==> src/rtl/sync_pwm_pkg.sv <==
package sync_pwm_pkg;
  typedef enum logic [1:0] {
    SO_OFF  = 2'd0,
    SO_PASS = 2'd1,
    SO_PRD  = 2'd2,
    SO_OFF2 = 2'd3
  } sync_sel_e;

  localparam int unsigned ADDR_W   = 2;
  localparam logic [1:0] A_PERIOD  = 2'd0;
  localparam logic [1:0] A_CMP     = 2'd1;
  localparam logic [1:0] A_PHASE   = 2'd2;
  localparam logic [1:0] A_CTRL    = 2'd3;

  localparam int unsigned B_RUN    = 0;
  localparam int unsigned B_POL    = 1;
  localparam int unsigned B_SIEN   = 2;
  localparam int unsigned B_SEL_LO = 3;
endpackage

==> src/rtl/sync_pwm_regs.sv <==
module sync_pwm_regs
  import sync_pwm_pkg::*;
#(
  parameter int unsigned CNT_W = 16
) (
  input  logic             clk_i,
  input  logic             rst_ni,
  input  logic             wr_en_i,
  input  logic [ADDR_W-1:0] wr_addr_i,
  input  logic [CNT_W-1:0] wr_data_i,
  input  logic             load_i,
  output logic [CNT_W-1:0] prd_act_o,
  output logic [CNT_W-1:0] cmp_act_o,
  output logic [CNT_W-1:0] phase_o,
  output logic             run_o,
  output logic             pol_o,
  output logic             sien_o,
  output sync_sel_e        osel_o
);
  logic [CNT_W-1:0] prd_sh_q, cmp_sh_q;

  always_ff @(posedge clk_i or negedge rst_ni) begin
    if (!rst_ni) begin
      prd_sh_q <= '0;
      cmp_sh_q <= '0;
      phase_o  <= '0;
      run_o    <= 1'b0;
      pol_o    <= 1'b0;
      sien_o   <= 1'b0;
      osel_o   <= SO_OFF;
    end else if (wr_en_i) begin
      unique case (wr_addr_i)
        A_PERIOD: prd_sh_q <= wr_data_i;
        A_CMP:    cmp_sh_q <= wr_data_i;
        A_PHASE:  phase_o  <= wr_data_i;
        A_CTRL: begin
          run_o  <= wr_data_i[B_RUN];
          pol_o  <= wr_data_i[B_POL];
          sien_o <= wr_data_i[B_SIEN];
          osel_o <= sync_sel_e'(wr_data_i[B_SEL_LO+:2]);
        end
        default: ;
      endcase
    end
  end

  // shadow -> active transfer at wrap or while stopped
  always_ff @(posedge clk_i or negedge rst_ni) begin
    if (!rst_ni) begin
      prd_act_o <= '0;
      cmp_act_o <= '0;
    end else if (load_i) begin
      prd_act_o <= prd_sh_q;
      cmp_act_o <= cmp_sh_q;
    end
  end
endmodule

==> src/rtl/sync_pwm_tbase.sv <==
module sync_pwm_tbase #(
  parameter int unsigned CNT_W = 16
) (
  input  logic             clk_i,
  input  logic             rst_ni,
  input  logic             run_i,
  input  logic             sien_i,
  input  logic             sync_i,
  input  logic [CNT_W-1:0] phase_i,
  input  logic [CNT_W-1:0] prd_i,
  output logic [CNT_W-1:0] cnt_o,
  output logic             match_o,
  output logic             sacc_o
);
  assign sacc_o  = sync_i & sien_i;
  assign match_o = run_i & (cnt_o == prd_i);

  always_ff @(posedge clk_i or negedge rst_ni) begin
    if (!rst_ni)       cnt_o <= '0;
    else if (sacc_o)   cnt_o <= phase_i;   // sync beats wrap
    else if (match_o)  cnt_o <= '0;
    else if (run_i)    cnt_o <= cnt_o + 1'b1;
  end
endmodule

==> src/rtl/sync_pwm_out.sv <==
module sync_pwm_out
  import sync_pwm_pkg::*;
#(
  parameter int unsigned CNT_W         = 16,
  parameter bit          SYNC_PASS_REG = 1'b0
) (
  input  logic             clk_i,
  input  logic             rst_ni,
  input  logic [CNT_W-1:0] cnt_i,
  input  logic [CNT_W-1:0] cmp_i,
  input  logic             pol_i,
  input  logic             match_i,
  input  logic             sync_i,
  input  sync_sel_e        osel_i,
  output logic             pwm_o,
  output logic             sync_o
);
  logic pass_sync;

  generate
    if (SYNC_PASS_REG) begin : g_pass_reg
      logic sync_q;
      always_ff @(posedge clk_i or negedge rst_ni) begin
        if (!rst_ni) sync_q <= 1'b0;
        else         sync_q <= sync_i;
      end
      assign pass_sync = sync_q;
    end else begin : g_pass_comb
      assign pass_sync = sync_i;
    end
  endgenerate

  assign pwm_o = (cnt_i < cmp_i) ^ pol_i;

  always_comb begin
    unique case (osel_i)
      SO_PASS: sync_o = pass_sync;
      SO_PRD:  sync_o = match_i;
      default: sync_o = 1'b0;
    endcase
  end
endmodule

==> src/rtl/sync_pwm_chan.sv <==
module sync_pwm_chan
  import sync_pwm_pkg::*;
#(
  parameter int unsigned CNT_W         = 16,
  parameter bit          SYNC_PASS_REG = 1'b0
) (
  input  logic             clk_i,
  input  logic             rst_ni,
  input  logic             wr_en_i,
  input  logic [1:0]       wr_addr_i,
  input  logic [CNT_W-1:0] wr_data_i,
  input  logic             sync_i,
  output logic             sync_o,
  output logic             pwm_o
);
  logic [CNT_W-1:0] prd_act, cmp_act, phase, cnt;
  logic             run, pol, sien, match, sacc;
  sync_sel_e        osel;

  sync_pwm_regs #(.CNT_W(CNT_W)) u_regs (
    .clk_i, .rst_ni, .wr_en_i, .wr_addr_i, .wr_data_i,
    .load_i   (~run | match),
    .prd_act_o(prd_act),
    .cmp_act_o(cmp_act),
    .phase_o  (phase),
    .run_o    (run),
    .pol_o    (pol),
    .sien_o   (sien),
    .osel_o   (osel)
  );

  sync_pwm_tbase #(.CNT_W(CNT_W)) u_tbase (
    .clk_i, .rst_ni,
    .run_i  (run),
    .sien_i (sien),
    .sync_i,
    .phase_i(phase),
    .prd_i  (prd_act),
    .cnt_o  (cnt),
    .match_o(match),
    .sacc_o (sacc)
  );

  sync_pwm_out #(.CNT_W(CNT_W), .SYNC_PASS_REG(SYNC_PASS_REG)) u_out (
    .clk_i, .rst_ni,
    .cnt_i  (cnt),
    .cmp_i  (cmp_act),
    .pol_i  (pol),
    .match_i(match),
    .sync_i,
    .osel_i (osel),
    .pwm_o,
    .sync_o
  );
endmodule

==> config.mk <==
export PLATFORM = sky130hd
export DESIGN_NAME = sync_pwm_chan
export DESIGN_NICKNAME = d
export VERILOG_FILES = /design/src/rtl/sync_pwm_pkg.sv /design/src/rtl/sync_pwm_regs.sv /design/src/rtl/sync_pwm_tbase.sv /design/src/rtl/sync_pwm_out.sv /design/src/rtl/sync_pwm_chan.sv
export SDC_FILE = /design/constraint.sdc
export NUM_CORES = 1
export LEC_CHECK = 0
export BUFFER_PORTS_ARGS = -buffer_cell sky130_fd_sc_hd__buf_2
export CAP_MARGIN = 20
export CORE_AREA = 2 2 97 99
export CTS_CLUSTER_DIAMETER = 60
export DETAILED_ROUTE_END_ITERATION = 12
export DIE_AREA = 0 0 99 101
export PLACE_DENSITY = 0.81
export SYNTH_ARGS = -nofsm -noshare
export SYNTH_HDL_FRONTEND = slang
export SYNTH_SLANG_ARGS = --single-unit
==> constraint.sdc <==
create_clock -name clk_i -period 3 [get_ports clk_i]
set_clock_uncertainty 0.05 [all_clocks]
set_input_delay 0.6 -clock clk_i [delete_from_list [all_inputs] [get_ports clk_i]]
set_output_delay 0.6 -clock clk_i [all_outputs]
set_load 0.02 [all_outputs]
==> results of run 1 <==
[how the worst min path moves through the flow]
stage	end	slack [ns]	cells after the start
CTS	u_regs.prd_sh_q[12]	0.15	1
global placement	u_regs.cmp_act_o[2]	0.40	2
floorplan	u_regs.cmp_act_o[0]	0.25	0
finish	u_regs.prd_sh_q[12]	0.14	1
detailed placement	u_regs.cmp_act_o[7]	0.41	2
global route	u_regs.prd_sh_q[12]	0.17	1
[power groups by stage]
stage               Sequential, mW  Combinational, mW  Clock [mW]
floorplan                     1.97              0.970           0
global placement              2.06               1.17           0
detailed placement            2.09               1.24           0
CTS                           2.06               1.28       0.768
global route                  2.12               1.47       0.834
finish                        2.07               1.33       0.752
[repair_timing]
action | in CTS | in global routing
endpoints found under the setup margin | 1 | 1
resized for setup | 1 | 5
hold endpoints to repair | 0 | 0
setup buffers | 1 | 2
gates cloned | 0 | 0
pin swaps | 0 | 7
[per-layer routing]
| layer | up-vias | global-route usage, % |
|---|---|---|
| li1 | 1486 | - |
| met1 | 1632 | 28.3 |
| met2 | 61 | 36.0 |
| met3 | 12 | 3.61 |
| met4 | 0 | 6.43 |
| met5 | - | 0 |
[kinds of logic (layout without fill, tap and decap cells)]
family	count (synthesis)	in the layout	share of synthesized area, %
AND/OR/NAND/NOR	94	94	10.6
multiplexers	70	70	16.6
XOR/XNOR	17	17	3.13
adder cells (fa/ha/maj)	18	18	4.73
buffers and inverters	35	69	3.68
flip-flops	101	101	53.1
AO/OA/AOI/OAI	67	67	8.13
[cell usage in the layout, fill, tap and decap left out, types with 4 or more instances in the layout]
master,netlist,routed
a31oi_1,13,13
ha_1,18,18
and3_1,5,5
o21ai_0,28,27
clkbuf_8,0,9
inv_1,19,19
xnor2_1,16,16
or3b_1,8,8
dfrtp_1,101,100
o21ai_1,3,4
mux2_2,70,70
nor3_1,4,4
a21oi_1,11,10
nand3_1,4,4
nand4_1,9,9
nand2_1,31,31
buf_2,2,21
buf_4,1,13
nor2_1,20,20
[flip-flops by register name, summed over array words and instances, names as in the netlist]
signal            flops
u_regs.cmp_act_o     16
u_regs.osel_o         2
u_tbase.cnt_o        16
u_regs.pol_o          1
u_regs.sien_o         1
u_regs.run_o          1
u_regs.cmp_sh_q      16
u_regs.phase_o       16
u_regs.prd_act_o     16
u_regs.prd_sh_q      16
[final cells by class]
cell class	count	area, um2
flip-flops and latches	101	2530
multi-input cells	266	2060
clock inverters	5	38.8
inverters	19	71.3
clock buffers	10	128
well taps	111	139
fillers	695	3780
repair buffers	35	223
==> impl_metrics.toml, run 1 <==
[run_status]
status = "finished clean"

[grt]
antenna_found_initial = 0
grt_start_max_net_pins = 65
grt_remaining_overflow = 0
grt_pass1_wl_um = 16600
grt_pass1_vias = 3306
track_usage_pct = 21.3

[floorplan]
core-area_um2 = 8980
die_w_um = 99
dieArea_um2 = 10000
start_util_pct = 53.0
design.portCount = 24
rows = 35
dieHeight_um = 101

[drt]
routed_wirelength_um = 9790
route.met3.wl_um = 340
drtPass1Iterations = 4
num_vias = 3191
routedWlPerCell_um = 17.9
drc = 0
vias_per_cell = 5.83
antenna_left = 0
wl_met2_um = 4990
wirelength_met1_um = 4300
drt_iter0_drc = 232
highest-signal-layer = "met4"

[critical_path]
required_ns = 2.35
worst-setup-path-type = "reg2out"
rr_startpoint = "u_tbase.cnt_o[13]"
path_max_fanout = 6
end_kind = "output pin"
start_kind = "register"
cp_slowest_cell = "dfrtp_1"
crit_start = "u_tbase.cnt_o[1]"
max_stage_delay_ns = 0.46
cp_num_cells = 6
crit_chain = "ha_1 -> a2111oi_2 -> o21ai_0 -> a31oi_1 -> xor2_1 -> buf_4"
crit_end = "pwm_o"
worst-path-buf-inv = 1
worstRegToRegCells = 7
r2r_slack_ns = 0.58
r2r_end = "u_regs.prd_act_o[8]"
crit_family = "compound AO/OA/AOI/OAI gates"
worstPathArrival_ns = 2.31

[power_and_ir_drop]
pwr_density_cell_nw_per_um2 = 799
power.leakage_nw = 2.29
switchingPower_mw = 1.47
total_power_mw = 4.15
p_int_mw = 2.68
switching_share_pct = 35.3
ir_drop_mv = 0.435
p_seq_share_pct = 49.9
pwr-share-comb_pct = 32.0
p_clk_share_pct = 18.1

[synth]
synth.most_common_cell = "dfrtp_1"
synth_warnings = 0
netlist_instances = 402
syn_nets = 442
async_flop_share_pct = 100
synthFlopType = "dfrtp_1"
yosys.area.top_type = "dfrtp_1"
ys_types = 39
synth_area_per_cell_um2 = 11.8
synth.area.top_cells = "dfrtp_1 53%, mux2_2 17%, ha_1 4.7%"
yosysSeqAreaShare_pct = 53.1
yosysTopAreaCellShare_pct = 53.1
syn-cell-area_um2 = 4760
yosys-top-cells-count = "101 x dfrtp_1, 70 x mux2_2, 31 x nand2_1"
synth-seq-cells = 101
synth_edf_count = 0

[timing]
period_needed_ns = 2.96
maxSlewHeadroom_pct = 55.0
finalHoldViolCount = 0
final-setup-viol-count = 0
finalCritPeriodShare_pct = 98.6
worst_hold_slack_ns = 0.138
worst_pin_slew_ns = 0.675
fmax_mhz = 338
timing.final.ws_setup_ns = 0.0411
setup_tns_ns = 0
maxSlewViolCount = 0

[clocking]
cts_tree = "done"
clk_pin_slew_worst_paths_ns = 0.10
clockRootBuffer = "clkbuf_8"
postCtsHoldBufs = 0
cts_sinks = 101
worst_skew_pair.late_latency_ns = 0.37
numCtsBuffers = 9
clockBufferDepth = 2
htreeDepth = 3

[final_layout]
antenna_cells = 0
fin_cells = 547
final_nets = 472
drive_above_1_share_pct = 28.7
fin_util_pct = 57.8
syn_to_final_growth_pct = 9.15
design_area_um2 = 5190

[placement]
portBuffers = 23
gp_congestion = 0.892
dpl_worst_slack_ns = 0.360
dp.cells = 529
place_area_um2 = 4990
dp_hpwl_um = 6780

[job]
cap_violations = 0

[min_path]
hp-class = "in2async"
No activity file was read; power rests on OpenSTA's default activity.
==> inputs of run 2 (changes only) <==
==> constraint.sdc (replaced) <==
create_clock -name clk_i -period 3.35 [get_ports clk_i]
set_clock_uncertainty 0.05 [all_clocks]
set_input_delay 0.67 -clock clk_i [delete_from_list [all_inputs] [get_ports clk_i]]
set_output_delay 0.67 -clock clk_i [all_outputs]
set_load 0.02 [all_outputs]
==> run 2 against run 1 <==
  * Design area is essentially flat
  * Flip-flop and latch count did not move
  * Via count decreased by 1.7%
  * Sequential power decreased by 11%
  * Total power fell by 10%
  * Register-to-register slack gained 0.27 ns
  * Final cell count fell by 0.55%
==> impl_metrics.toml, run 2 (synthesis gave the netlist of run 1 again) <==
[run_status]
status = "finished clean"

[grt]
grt_pass1_vias = 3219
grt_pass1_wl_um = 15900
grt_start_max_net_pins = 84
grt_remaining_overflow = 0
track_usage_pct = 20.3
antenna_found_initial = 0

[timing]
maxSlewViolCount = 0
timing.final.ws_setup_ns = 0.255
worst_hold_slack_ns = 0.0734
setup_tns_ns = 0
rsz0062_at_grt = "no"
worst_pin_slew_ns = 0.708
final-setup-viol-count = 0
maxSlewHeadroom_pct = 52.8
finalCritPeriodShare_pct = 92.4
finalHoldViolCount = 0
fmax_mhz = 323
period_needed_ns = 3.09

[clocking]
htreeDepth = 3
clockRootBuffer = "clkbuf_8"
clk_pin_slew_worst_paths_ns = 0.10
post_cts_buffers = 0
worst_skew_pair.late_latency_ns = 0.37
numCtsBuffers = 9
cts_resized = 0
cts_tree = "done"
clockBufferDepth = 2
cts_sinks = 101
postCtsHoldBufs = 0

[floorplan]
design.portCount = 24
die_w_um = 99
dieArea_um2 = 10000
dieHeight_um = 101
start_util_pct = 53.0
core-area_um2 = 8980
rows = 35

[final_layout]
drive_above_1_share_pct = 27.5
fin_cells = 544
syn_to_final_growth_pct = 9.10
antenna_cells = 0
final_nets = 468
design_area_um2 = 5190
mostFrequentLayoutCells = "101 x dfrtp_1, 70 x mux2_2, 31 x nand2_1"
final_common_cell = "dfrtp_1"
fin_util_pct = 57.8

[job]
cap_violations = 0

[power_and_ir_drop]
total_power_mw = 3.73
ir_drop_mv = 0.370
power.leakage_nw = 2.28
pwr_density_cell_nw_per_um2 = 719

[placement]
dpl_worst_slack_ns = 0.654
dp_hpwl_um = 6490
place_area_um2 = 4960
gp_congestion = 0.871
dp.cells = 527
portBuffers = 23

[drt]
vias_per_cell = 5.76
drt_iter0_drc = 176
drc = 0
drtPass1Iterations = 4
routed_wirelength_um = 9460
num_vias = 3136
antenna_left = 0
routedWlPerCell_um = 17.4

[critical_path]
worstPathArrival_ns = 2.37
r2r_end = "u_regs.prd_act_o[15]"
worstRegToRegCells = 5
start_kind = "register"
required_ns = 2.63
rr_startpoint = "u_tbase.cnt_o[1]"
path_max_fanout = 6
worst-setup-path-type = "reg2out"
r2r_slack_ns = 0.85
end_kind = "output pin"

[min_path]
hp-class = "in2async"
## run 2: critical path: stages (launching register included)
cell and delay (ns):
dfrtp_1 0.45, ha_1 0.33, a21o_1 0.19, a21o_1 0.18, a21oi_1 0.15, o211ai_1 0.11, a31oi_1 0.27, xor2_1 0.16
buf_2 0.18
## run 2: final cells by class
cell class | instances | area [um2]
clock buffer | 11 | 141
clock inverter | 5 | 58.8
fill | 697 | 3790
inverter | 19 | 71.3
multi-input combinational | 266 | 2050
sequential | 101 | 2530
tap | 111 | 139
timing repair buffer | 31 | 198
## run 2: how the worst max path moves through the flow
stage	startpoint	end	slack, ns
after floorplan	u_tbase.cnt_o[7]	sync_o	0.82
after global placement	u_tbase.cnt_o[9]	pwm_o	0.68
after detailed placement	u_tbase.cnt_o[9]	pwm_o	0.65
after CTS	u_tbase.cnt_o[9]	pwm_o	0.23
after global routing	u_tbase.cnt_o[9]	pwm_o	0.13
final	u_tbase.cnt_o[9]	pwm_o	0.26
## run 2: power by group
group	switching (mW)	leakage [nW]	total, mW	internal (mW)
clock network	0.412	0.0959	0.780	0.368
registers	0.304	1.19	1.85	1.55
logic	0.560	0.995	1.10	0.539
## run 2: metal layers
| metal | wire length (um) | global-route usage (%) | part of all wire, % |
|---|---|---|---|
| met1 | 4230 | 27.4 | 45 |
| met2 | 4610 | 33.1 | 49 |
| met3 | 441 | 3.47 | 4.7 |
| met4 | 178 | 7.69 | 1.9 |
| met5 | 0 | 0 | 0 |
